File: src/rtl/pwr_pkg.sv
package pwr_pkg;

    typedef enum logic [1:0] {
        ST_IDLE  = 2'd0,
        ST_WRITE = 2'd1,
        ST_HALT  = 2'd2
    } pw_state_e;

    typedef struct packed {
        logic [3:0] ftype;
        logic [1:0] tsize;
    } pw_hdr_t;

    localparam logic [3:0] FTYPE_PORT_WRITE = 4'd8;
    localparam int         REG_W            = 2;
    localparam logic       ADDR_CTRL        = 1'b0;
    localparam logic       ADDR_STAT        = 1'b1;
    localparam int         CTRL_RUN         = 0;
    localparam int         CTRL_IE          = 1;
    localparam int         STAT_FAULT       = 0;
    localparam int         STAT_BUSY        = 1;

    // True when the header must be rejected.
    function automatic logic hdr_bad(pw_hdr_t h, logic large_mode);
        return (h.ftype != FTYPE_PORT_WRITE) || h.tsize[1] || (h.tsize[0] != large_mode);
    endfunction

endpackage

File: src/rtl/pwr_regs.sv
module pwr_regs
    import pwr_pkg::*;
(
    input  logic             clk,
    input  logic             rst,
    input  logic             wr,
    input  logic             addr,
    input  logic [REG_W-1:0] wdata,
    input  logic             fault_set,
    input  logic             busy,
    output logic             run,
    output logic             ie,
    output logic             fault,
    output logic [REG_W-1:0] rdata
);

    logic clr_req;
    assign clr_req = wr && (addr == ADDR_STAT) && wdata[STAT_FAULT];

    always_ff @(posedge clk) begin
        if (rst) begin
            run   <= 1'b0;
            ie    <= 1'b0;
            fault <= 1'b0;
        end else begin
            if (wr && addr == ADDR_CTRL) begin
                run <= wdata[CTRL_RUN];
                ie  <= wdata[CTRL_IE];
            end
            if (fault_set)
                fault <= 1'b1;
            else if (clr_req)
                fault <= 1'b0;
        end
    end

    always_comb begin
        rdata = '0;
        if (addr == ADDR_CTRL) begin
            rdata[CTRL_RUN] = run;
            rdata[CTRL_IE]  = ie;
        end else begin
            rdata[STAT_FAULT] = fault;
            rdata[STAT_BUSY]  = busy;
        end
    end

    // write-one clears the flag when no new fault arrives
    a_r7_w1c_clears: assert property (@(posedge clk) disable iff (rst)
        (clr_req && !fault_set) |=> !fault);
    // writing zero to the fault bit keeps it
    a_r7_zero_keeps: assert property (@(posedge clk) disable iff (rst)
        (fault && wr && addr == ADDR_STAT && !wdata[STAT_FAULT]) |=> fault);
    // a fault raised together with a clear wins
    a_r7_set_wins: assert property (@(posedge clk) disable iff (rst)
        fault_set |=> fault);

endmodule

File: src/rtl/pwr_fsm.sv
module pwr_fsm
    import pwr_pkg::*;
#(
    parameter int DATA_W     = 32,
    parameter bit LARGE_MODE = 1'b0
) (
    input  logic              clk,
    input  logic              rst,
    input  logic              run,
    input  logic              fault,
    input  logic              pkt_valid,
    input  pw_hdr_t           pkt_hdr,
    input  logic [DATA_W-1:0] pkt_data,
    input  logic              q_ready,
    input  logic              q_fault,
    output logic              pkt_ready,
    output logic              q_valid,
    output logic [DATA_W-1:0] q_data,
    output logic              busy,
    output logic              fault_set
);

    pw_state_e         state, state_n;
    logic [DATA_W-1:0] data_q;
    logic              seen_off;
    logic              accept, bad, done;

    assign pkt_ready = (state == ST_IDLE) && run && !fault;
    assign accept    = pkt_valid && pkt_ready;
    assign bad       = hdr_bad(pkt_hdr, LARGE_MODE);
    assign done      = (state == ST_WRITE) && q_ready;
    assign fault_set = (accept && bad) || (done && q_fault);

    always_comb begin
        state_n = state;
        case (state)
            ST_IDLE:  if (accept) state_n = bad ? ST_HALT : ST_WRITE;
            ST_WRITE: if (done)   state_n = q_fault ? ST_HALT : ST_IDLE;
            ST_HALT:  if (seen_off && run && !fault) state_n = ST_IDLE;
            default:  state_n = ST_IDLE;
        endcase
    end

    always_ff @(posedge clk) begin
        if (rst) begin
            state    <= ST_IDLE;
            data_q   <= '0;
            seen_off <= 1'b0;
        end else begin
            state <= state_n;
            if (accept && !bad)
                data_q <= pkt_data;
            if (state != ST_HALT)
                seen_off <= 1'b0;
            else if (!run)
                seen_off <= 1'b1;
        end
    end

    assign q_valid = (state == ST_WRITE);
    assign q_data  = data_q;
    assign busy    = (state == ST_WRITE);

    // a stalled write holds its request and payload
    a_r3_hold_write: assert property (@(posedge clk) disable iff (rst)
        (q_valid && !q_ready) |=> (q_valid && $stable(q_data)));
    // a fault leaves the controller quiet
    a_r6_halt_quiet: assert property (@(posedge clk) disable iff (rst)
        fault_set |=> (!busy && !pkt_ready));
    // no resume before a disable has been seen
    a_r9_need_off: assert property (@(posedge clk) disable iff (rst)
        (state == ST_HALT && !seen_off) |=> !pkt_ready);
    // disabling does not abort a pending write
    a_r10_write_survives: assert property (@(posedge clk) disable iff (rst)
        (q_valid && !q_ready && !run) |=> q_valid);

endmodule

File: src/rtl/pw_rx_ctrl.sv
module pw_rx_ctrl
    import pwr_pkg::*;
#(
    parameter int DATA_W     = 32,
    parameter bit LARGE_MODE = 1'b0
) (
    input  logic              clk,
    input  logic              rst,
    input  logic              reg_wr,
    input  logic              reg_addr,
    input  logic [1:0]        reg_wdata,
    output logic [1:0]        reg_rdata,
    input  logic              pkt_valid,
    output logic              pkt_ready,
    input  logic [3:0]        pkt_ftype,
    input  logic [1:0]        pkt_tsize,
    input  logic [DATA_W-1:0] pkt_data,
    output logic              q_valid,
    input  logic              q_ready,
    input  logic              q_fault,
    output logic [DATA_W-1:0] q_data,
    output logic              irq
);

    logic    run, ie, fault, busy, fault_set;
    pw_hdr_t hdr;

    assign hdr.ftype = pkt_ftype;
    assign hdr.tsize = pkt_tsize;

    pwr_regs u_regs (
        .clk       (clk),
        .rst       (rst),
        .wr        (reg_wr),
        .addr      (reg_addr),
        .wdata     (reg_wdata),
        .fault_set (fault_set),
        .busy      (busy),
        .run       (run),
        .ie        (ie),
        .fault     (fault),
        .rdata     (reg_rdata)
    );

    pwr_fsm #(.DATA_W(DATA_W), .LARGE_MODE(LARGE_MODE)) u_fsm (
        .clk       (clk),
        .rst       (rst),
        .run       (run),
        .fault     (fault),
        .pkt_valid (pkt_valid),
        .pkt_hdr   (hdr),
        .pkt_data  (pkt_data),
        .q_ready   (q_ready),
        .q_fault   (q_fault),
        .pkt_ready (pkt_ready),
        .q_valid   (q_valid),
        .q_data    (q_data),
        .busy      (busy),
        .fault_set (fault_set)
    );

    assign irq = fault && ie;

    // packets are taken only while running, clean and idle
    a_r2_ready_gated: assert property (@(posedge clk) disable iff (rst)
        pkt_ready |-> (!busy && !irq && !q_valid));
    // a faulted queue handshake ends the write
    a_r5_fault_stops: assert property (@(posedge clk) disable iff (rst)
        (q_valid && q_ready && q_fault) |=> (!q_valid && reg_rdata != 2'b10));
    // the interrupt never rises while interrupts are off
    a_r8_irq_gated: assert property (@(posedge clk) disable iff (rst)
        $rose(irq) |-> ie);

endmodule

File: config.mk
export PLATFORM = sky130hd
export DESIGN_NAME = pw_rx_ctrl
export DESIGN_NICKNAME = d
export VERILOG_FILES = /design/src/rtl/pwr_pkg.sv /design/src/rtl/pwr_regs.sv /design/src/rtl/pwr_fsm.sv /design/src/rtl/pw_rx_ctrl.sv
export SDC_FILE = /design/constraint.sdc
export NUM_CORES = 1
export LEC_CHECK = 0
export BUFFER_PORTS_ARGS = -buffer_cell sky130_fd_sc_hd__buf_2
export CORE_MARGIN = 2
export CORE_UTILIZATION = 30
export CTS_CLUSTER_SIZE = 16
export DETAILED_ROUTE_END_ITERATION = 16
export PLACE_DENSITY = 0.53
export SYNTH_ARGS = -nofsm -noshare
export SYNTH_HDL_FRONTEND = slang
export SYNTH_SLANG_ARGS = --single-unit
File: constraint.sdc
create_clock -name clk -period 1.8 [get_ports clk]
set_clock_uncertainty 0.05 [all_clocks]
set_input_delay 0.09 -clock clk [delete_from_list [all_inputs] [get_ports clk]]
set_output_delay 0.09 -clock clk [all_outputs]
set_load 0.01 [all_outputs]
==> results.cfg, run 1 <==
[yosys]
ys_ff_latch = 38
synthArstFlopShare_pct = 0
synth_top_area_cell = dfxtp_1
synthTopCellsByArea = dfxtp_1, nand2b_1, mux2i_1, buf_12, clkbuf_1
synth.cell_area_mm2 = 0.001785
synth_commonest_cells = nand2b_1, dfxtp_1, mux2i_1
synth_most_common_cell = nand2b_1
synth_cell_types = 23
yosysSeqAreaShare_pct = 42.61
yosys_warnings = 0
synth_top_flop_cell = dfxtp_1
synth_edf_count = 0
synth_nets = 219
syn_inst = 172
yosysTopAreaCellShare_pct = 42.61
syn_avg_cell_area_um2 = 10.38

[die]
die_h_um = 81.15
dieArea_mm2 = 0.006585
initial_core_util_pct = 30.52
core_mm2 = 0.005851
io_pins = 84
rows = 28
dieWidth_um = 81.15

[run]
drv_cap = 0

[place]
port_buffers = 83
place_hpwl_mm = 2.540
pre_cts_ws_ns = 0.1913
gp_congestion = 0.7043
dpl_cell_area_mm2 = 0.002233

[global_route]
grt_first_pass_wirelength_mm = 5.540
top_usage_layer = met2
grt_max_degree = 49
grt.overflow.total = 0
antenna_found_initial = 0
met1_usage_pct = 14.24
grt_pass1_vias = 1270
globalRouteMet3Util_pct = 3.889
grtUsageTotal_pct = 10.92
use_met2_pct = 16.03

[min_path]
hold_class = input pin to flop

[final_layout]
stdcell_area_mm2 = 0.002320
layout.nets = 302
drive_above_1_share_pct = 36.86
multi_input_area_um2 = 928.4
layout.area.seq_um2 = 760.7
syn_to_final_growth_pct = 29.92
n_antenna_cell = 0
fillers = 593

[power_and_ir_drop]
vdd_drop_max_mv = 0.2403
switching_power_uw = 331.0
p_int_uw = 1193
switching_share_pct = 21.71
leakage_uw = 0.0009906
p_clk_share_pct = 35.5
power_density_mw_per_mm2 = 657.2
seq_power_share_pct = 55.7
pwr-share-comb_pct = 8.8

[timing]
rsz0062_at_grt = no
setup_slack_ns = 0.1950
relSlewSlack_pct = 62.04
period_share_pct = 89.17
fmax_ghz = 0.6231
hold_viol = 0
tns_ns = 0
tightest_slew_ns = 0.5694
setup_viol = 0
drv_slew = 0
period_minus_slack_ns = 1.605

[clock_tree]
cts_buffers = 5
cts_resized = 0
cts_tree = built
cts_hold_buf = 1
cts.sinks = 38
root_buffer = clkbuf_8
h-tree-depth = 2
postCtsSetupRepairBufs = 0
clkLatencyLatePin_ns = 0.28
path_clk_slew_ns = 0.07
clock_path_buffers = 2

[worst_setup_path]
cp_data_required_time_ns = 1.96
path_cells = nor4b_4 > and4_2 > buf_12 > mux2i_1
max_stage_delay_ns = 0.35
cp-end-kind = flop
crit_path_start_kind = flop
crit_type = flop to flop
cp_slowest_cell = dfxtp_1
worstPathArrival_ns = 1.76
critical_path_peak_fanout = 32

[route]
routedWlPerCell_um = 10.57
dr.pass1.iters = 4
ant_nets = 0
vias = 1418
drt_drc_violations_left = 0
totalWireLength_mm = 3.487
via_per_inst = 4.297
drtIter0Drc = 31

[status]
status = complete, no violations
==> layer usage <==
metal / vias to the layer above / share of wire (%)
met5: - / 0
li1: 737 / -
met1: 621 / 48
met4: 0 / 1.8
met3: 6 / 8.5
met2: 54 / 42
==> cell type report <==
class | instances | area share (%)
multi-input combinational | 123 | 40.02
sequential | 38 | 32.79
timing repair buffer | 87 | 19.85
tap | 75 | 4.045
clock buffer | 7 | 3.290
==> power groups by stage <==
| stage | clock [uW] | sequential, uW | combinational (uW) |
|---|---|---|---|
| global placement | 0 | 869 | 136 |
| floorplan | 0 | 868 | 67.9 |
| detailed placement | 0 | 869 | 135 |
| finish | 541 | 849 | 134 |
| global route | 606 | 850 | 150 |
| CTS | 577 | 849 | 137 |
==> metrics by stage <==
stage / cells / total power, uW / hold WS (ns) / utilization, %
finish: 330 / 1524 / 0.004874 / 39.65
global route: 330 / 1606 / 0.0004469 / 39.65
CTS: 330 / 1563 / 0.0006481 / 39.65
detailed placement: 322 / 1004 / 0.2993 / 38.17
global placement: 322 / 1005 / 0.2891 / 38.17
floorplan: 172 / 935.9 / 0.1872 / -
==> path summary, 6_finish.rpt <==
| path | from | endpoint | slack (ns) | depth (start not counted) |
|---|---|---|---|---|
| max | u_fsm.state[1] | u_fsm.q_data[15] | 0.19 | 4 |
| min | reg_wdata[1] | u_regs.ie | 0.005 | 3 |
| max reg2reg | u_fsm.state[1] | u_fsm.q_data[15] | 0.19 | 4 |
| min reg2reg | u_fsm.q_data[20] | u_fsm.q_data[20] | 0.42 | 2 |
==> flip-flops by register name, indices dropped and copies added (netlist names) <==
name / count
u_fsm.q_data: 32
u_fsm.seen_off: 1
u_fsm.state: 2
u_regs.fault: 1
u_regs.ie: 1
u_regs.run: 1
==> critical path: cells and delay by family (launching register included) <==
family	cells	cell delay (ns)
simple gates	2	0.64
flops	1	0.35
buf+inv	1	0.23
mux	1	0.23
==> layout by cell type, fill, tap and decap left out, types with 2 or more instances in the layout <==
cell      count
clkbuf_8      5
nand3b_1      2
dfxtp_1      38
clkbuf_1      2
nor2_1        2
nand2b_1     65
nor2b_1       4
buf_2        83
nand3_1       2
a31oi_1       2
mux2i_1      34
buf_4         2
==> cells by family (layout without fill, tap and decap cells) <==
kind of cell	count (synthesis)	in the layout	synth area share, %
AOI/OAI and AO/OA	4	4	1.471
and+or+nand+nor	83	83	30.13
buffers and inverters	11	94	5.466
DFF	38	38	42.61
muxes	36	36	20.32
Power figures use the tool's default switching activity.
==> inputs of run 2 (changes only) <==
--- a/config.mk
+++ b/config.mk
@@ -10,7 +10,6 @@
 export CORE_UTILIZATION = 30
 export CTS_CLUSTER_SIZE = 16
 export DETAILED_ROUTE_END_ITERATION = 16
-export PLACE_DENSITY = 0.53
 export SYNTH_ARGS = -nofsm -noshare
 export SYNTH_HDL_FRONTEND = slang
 export SYNTH_SLANG_ARGS = --single-unit
==> run 2 against run 1 <==
Critical path depth unchanged. Sequential cell count unchanged. Critical endpoint is now u_fsm.q_data[6]. Non-clock buffer count increased by 2. Cell area rose by 2.6%. Register-to-register slack improved by 0.03 ns. Setup slack improved by 0.030 ns. Combinational power grew 4%.
==> results.cfg, run 2 (synthesis results as in run 1) <==
[final_layout]
layout_common_cells = buf_2, nand2b_1, dfxtp_1
n_antenna_cell = 0
syn_to_final_growth_pct = 33.29
largest_reg_flops = 32
drive_above_1_share_pct = 37.21
mostFrequentLayoutCell = buf_2
layout.nets = 304

[timing]
setup_viol = 0
tns_ns = 0
period_share_pct = 87.48
drv_slew = 0
relSlewSlack_pct = 77.59
timing.hold.ws_ns = 0.01232
rsz0062_at_grt = no
setup_slack_ns = 0.2254
fmax_ghz = 0.6351
period_minus_slack_ns = 1.575
tightest_slew_ns = 0.3331
hold_viol = 0

[worst_setup_path]
crit_type = flop to flop
critical_path_peak_fanout = 17
worstPathArrival_ns = 1.73
cp-end-kind = flop
rr_endpoint = u_fsm.q_data[6]
crit_path_start_kind = flop
max_stage_delay_ns = 0.36
cp_slowest_cell = nor4b_4
crit_buf_inv = 1
path_cells = nor4b_4 > and4_2 > buf_12 > mux2i_1
cp_data_required_time_ns = 1.96
r2r_slack_ns = 0.23
r2r_start = u_fsm.state[1]
cp_top_family = simple AND/OR/NAND/NOR gates
worstRegToRegCells = 4

[global_route]
grt_pass1_vias = 1234
grt_first_pass_wirelength_mm = 5.264
grtUsageTotal_pct = 10.29
grt_max_degree = 71
grt.overflow.total = 0
antenna_found_initial = 0

[min_path]
min-delay-start = pkt_data[12]
hold_class = input pin to flop
hold_depth = 3
hold_end = u_fsm.q_data[12]

[power_and_ir_drop]
vdd_drop_max_mv = 0.2292
leakage_uw = 0.001017
total_power_uw = 1582
power_density_mw_per_mm2 = 664.7

[die]
rows = 28
io_pins = 84
die_h_um = 81.15
dieWidth_um = 81.15
initial_core_util_pct = 30.52
dieArea_mm2 = 0.006585
core_mm2 = 0.005851

[route]
vias = 1417
drtIter0Drc = 37
dr.pass1.iters = 4
drt_drc_violations_left = 0
ant_nets = 0
totalWireLength_mm = 3.393
via_per_inst = 4.255
routedWlPerCell_um = 10.19

[clock_tree]
cts.sinks = 38
root_buffer = clkbuf_8
clkLatencyLatePin_ns = 0.28
clock_path_buffers = 2
h-tree-depth = 2
path_clk_slew_ns = 0.07
cts_tree = built
cts_resized = 0
cts_buffers = 5
postCtsSetupRepairBufs = 0

[run]
drv_cap = 0

[place]
port_buffers = 83
place_hpwl_mm = 2.440
pre_cts_ws_ns = 0.2228
gp_congestion = 0.7040

[status]
status = complete, no violations
-- run 2: changes by cell type in the layout (fill, tap and decap cells not counted) --
cell / previous run / this run
clkbuf_1: 2 / 1
dlygate4sd3_1: 1 / 3
clkbuf_8: 5 / 6
buf_12: 1 / 3
buf_4: 2 / 0
clkinv_2: 0 / 1
-- run 2: what timing repair did --
action	CTS	global route
endpoints found under the hold margin	3	0
hold buffers	3	0
endpoints found under the setup margin	0	0
-- run 2: worst max path at each step --
stage | from | to | depth (start not counted)
after global routing | u_regs.run | u_fsm.q_data[6] | 4
after CTS | u_fsm.state[1] | u_fsm.q_data[25] | 4
after global placement | u_fsm.state[1] | u_fsm.q_data[25] | 4
final | u_fsm.state[1] | u_fsm.q_data[6] | 4
after floorplan | u_fsm.state[1] | u_fsm.q_data[0] | 5
after detailed placement | u_fsm.state[1] | u_fsm.q_data[25] | 4
-- run 2: where the power goes --
| group | internal [uW] | leakage (uW) | switching [uW] |
|---|---|---|---|
| clock | 309 | 0.0000482 | 285 |
| combinational | 86.2 | 0.000662 | 52.6 |
| sequential | 845 | 0.000306 | 4.40 |
| total | 1240 | 0.00102 | 342 |
-- run 2: area by class of cell --
cell class	count	area, um2
tap	75	93.84
clock buffer	7	86.33
multi-input combinational	123	928.4
timing repair buffer	89	505.5
sequential	38	760.7
fill	597	3471
clock inverter	1	5.005
-- run 2: stage by stage --
| stage | utilization [%] | cell area [um2] | cells |
|---|---|---|---|
| after floorplan | - | 1785 | 172 |
| after global placement | 38.60 | 2258 | 322 |
| after detailed placement | 38.60 | 2258 | 322 |
| after CTS | 40.68 | 2380 | 333 |
| after global routing | 40.68 | 2380 | 333 |
| final | 40.68 | 2380 | 333 |
-- run 2: metal layers --
metal,GRT usage (%),vias to the layer above,wire length [um]
met1,11.59,621,1502
met5,0,-,0
met4,4.068,0,50
li1,-,740,-
met2,17.36,49,1547
met3,4.111,7,292
-- run 2: worst register-to-register path, delay by kind of cell, from the launching register on --
family / cells / cell delay, ns
AND/OR/NAND/NOR: 2 / 0.71
buffers and inverters: 1 / 0.18
multiplexers: 1 / 0.21
flip-flops: 1 / 0.35
==> inputs of run 3 (changes only) <==
==> constraint.sdc (replaced) <==
create_clock -name clk -period 1.8 [get_ports clk]
set_clock_uncertainty 0.05 [all_clocks]
set_input_delay 0.36 -clock clk [delete_from_list [all_inputs] [get_ports clk]]
set_output_delay 0.36 -clock clk [all_outputs]
set_load 0.01 [all_outputs]
==> run 3 against run 2 <==
Setup slack got worse by 0.11 ns. Cell area decreased by 1.9%. Utilization shrank 0.77 points. Sequential cell count unchanged. Clock-buffer cell count did not move. Worst hold slack improved by 0.26 ns. Sequential power barely moved. Register-to-register slack about the same. First-iteration DRC count down 24%. Fmax decreased by 6.7%. Largest cell class unchanged. Power fell by 4.4%. Critical endpoint is now reg_rdata[1].
==> results.cfg, run 3 (synthesis results as in run 1) <==
[status]
status = complete, no violations

[worst_setup_path]
r2r_start = u_fsm.state[1]
cp_data_required_time_ns = 1.39
crit_type = flop to output port
worstRegToRegCells = 4
worstPathArrival_ns = 1.28
crit_path_start_kind = flop
worstSetupStartpoint = u_fsm.state[0]
critical_path_peak_fanout = 4
cp-end-kind = output port

[global_route]
grt_max_degree = 37
antenna_found_initial = 0
grt_pass1_vias = 1260
grt_first_pass_wirelength_mm = 5.333
grtUsageTotal_pct = 10.45
grt.overflow.total = 0

[clock_tree]
cts.sinks = 38
cts_hold_buf = 0
cts_buffers = 5
clock_path_buffers = 2
cts_resized = 0
clkLatencyLatePin_ns = 0.28
h-tree-depth = 2
path_clk_slew_ns = 0.07
cts_tree = built
root_buffer = clkbuf_8
postCtsSetupRepairBufs = 0

[final_layout]
fillers = 605
drive_above_1_share_pct = 37.01
largest_reg_flops = 32
syn_to_final_growth_pct = 30.76
layout.nets = 301
layout_common_cells = buf_2, nand2b_1, dfxtp_1
mostFrequentLayoutCell = buf_2
n_antenna_cell = 0
final_util_pct = 39.91
layout.area.seq_um2 = 760.7
stdcell_count = 329
multi_input_area_um2 = 928.4

[min_path]
hold_depth = 3
hold_class = input pin to flop
min-delay-start = reg_wdata[1]

[timing]
relSlewSlack_pct = 69.91
setup_slack_ns = 0.1132
drv_slew = 0
fmax_ghz = 0.5928
period_share_pct = 93.71
period_minus_slack_ns = 1.687
setup_viol = 0
tns_ns = 0
rsz0062_at_grt = no
hold_viol = 0
tightest_slew_ns = 0.4513

[place]
gp_congestion = 0.6838
place_hpwl_mm = 2.510
dpl.cell_count = 322
pre_cts_ws_ns = 0.1313
port_buffers = 83

[die]
dieArea_mm2 = 0.006585
io_pins = 84
initial_core_util_pct = 30.52
dieWidth_um = 81.15
die_h_um = 81.15
rows = 28
core_mm2 = 0.005851

[power_and_ir_drop]
power_density_mw_per_mm2 = 647.6
vdd_drop_max_mv = 0.3179
leakage_uw = 0.0009943

[route]
totalWireLength_mm = 3.397
vias = 1430
drt_drc_violations_left = 0
routedWlPerCell_um = 10.33
via_per_inst = 4.347
drtIter0Drc = 28
ant_nets = 0
dr.pass1.iters = 4

[run]
drv_cap = 0
## run 3: cell count changes in the layout (fill, tap and decap cells not counted), sizes merged
| cell | change |
|---|---|
| dlygate4sd3 | -3 |
| clkinv | -1 |
## run 3: final timing paths
check	slack, ns	to
setup / recovery	0.11	reg_rdata[1]
setup reg to reg	0.23	u_fsm.q_data[6]
hold / removal	0.27	u_regs.ie
hold reg to reg	0.42	u_fsm.q_data[10]
## run 3: report_power, final
group | internal (uW) | total, uW | switching [uW]
logic | 81.8 | 134 | 52.4
registers | 845 | 850 | 4.84
clock network | 266 | 528 | 261
## run 3: final cells by class
cell class              count  area share, %
multi-input cells         123          39.76
flip-flops and latches     38          32.58
repair buffers             86          20.36
well taps                  75          4.019
clock buffers               7          3.269
## run 3: routing by layer
metal | vias to the layer above | GRT usage, % | routed length [um]
met4 | 0 | 5.085 | 63
li1 | 732 | - | -
met5 | - | 0 | 0
met2 | 52 | 17.11 | 1496
met1 | 639 | 12.05 | 1543
met3 | 7 | 3.778 | 293
## run 3: critical path, stage by stage (launching register included)
cell     delay (ns)
dfxtp_1        0.40
nor2b_1        0.28
mux2_2         0.20
buf_2          0.12
## run 3: per-stage QoR
step	power (uW)	hold WS, ns	cell area (um2)
2_1_floorplan	935.9	0.4211	1785
3_3_place_gp	1005	0.4059	2258
3_5_place_dp	1007	0.4110	2258
4_1_cts	1552	0.2638	2335
5_1_grt	1602	0.2806	2335
6_report	1512	0.2739	2335
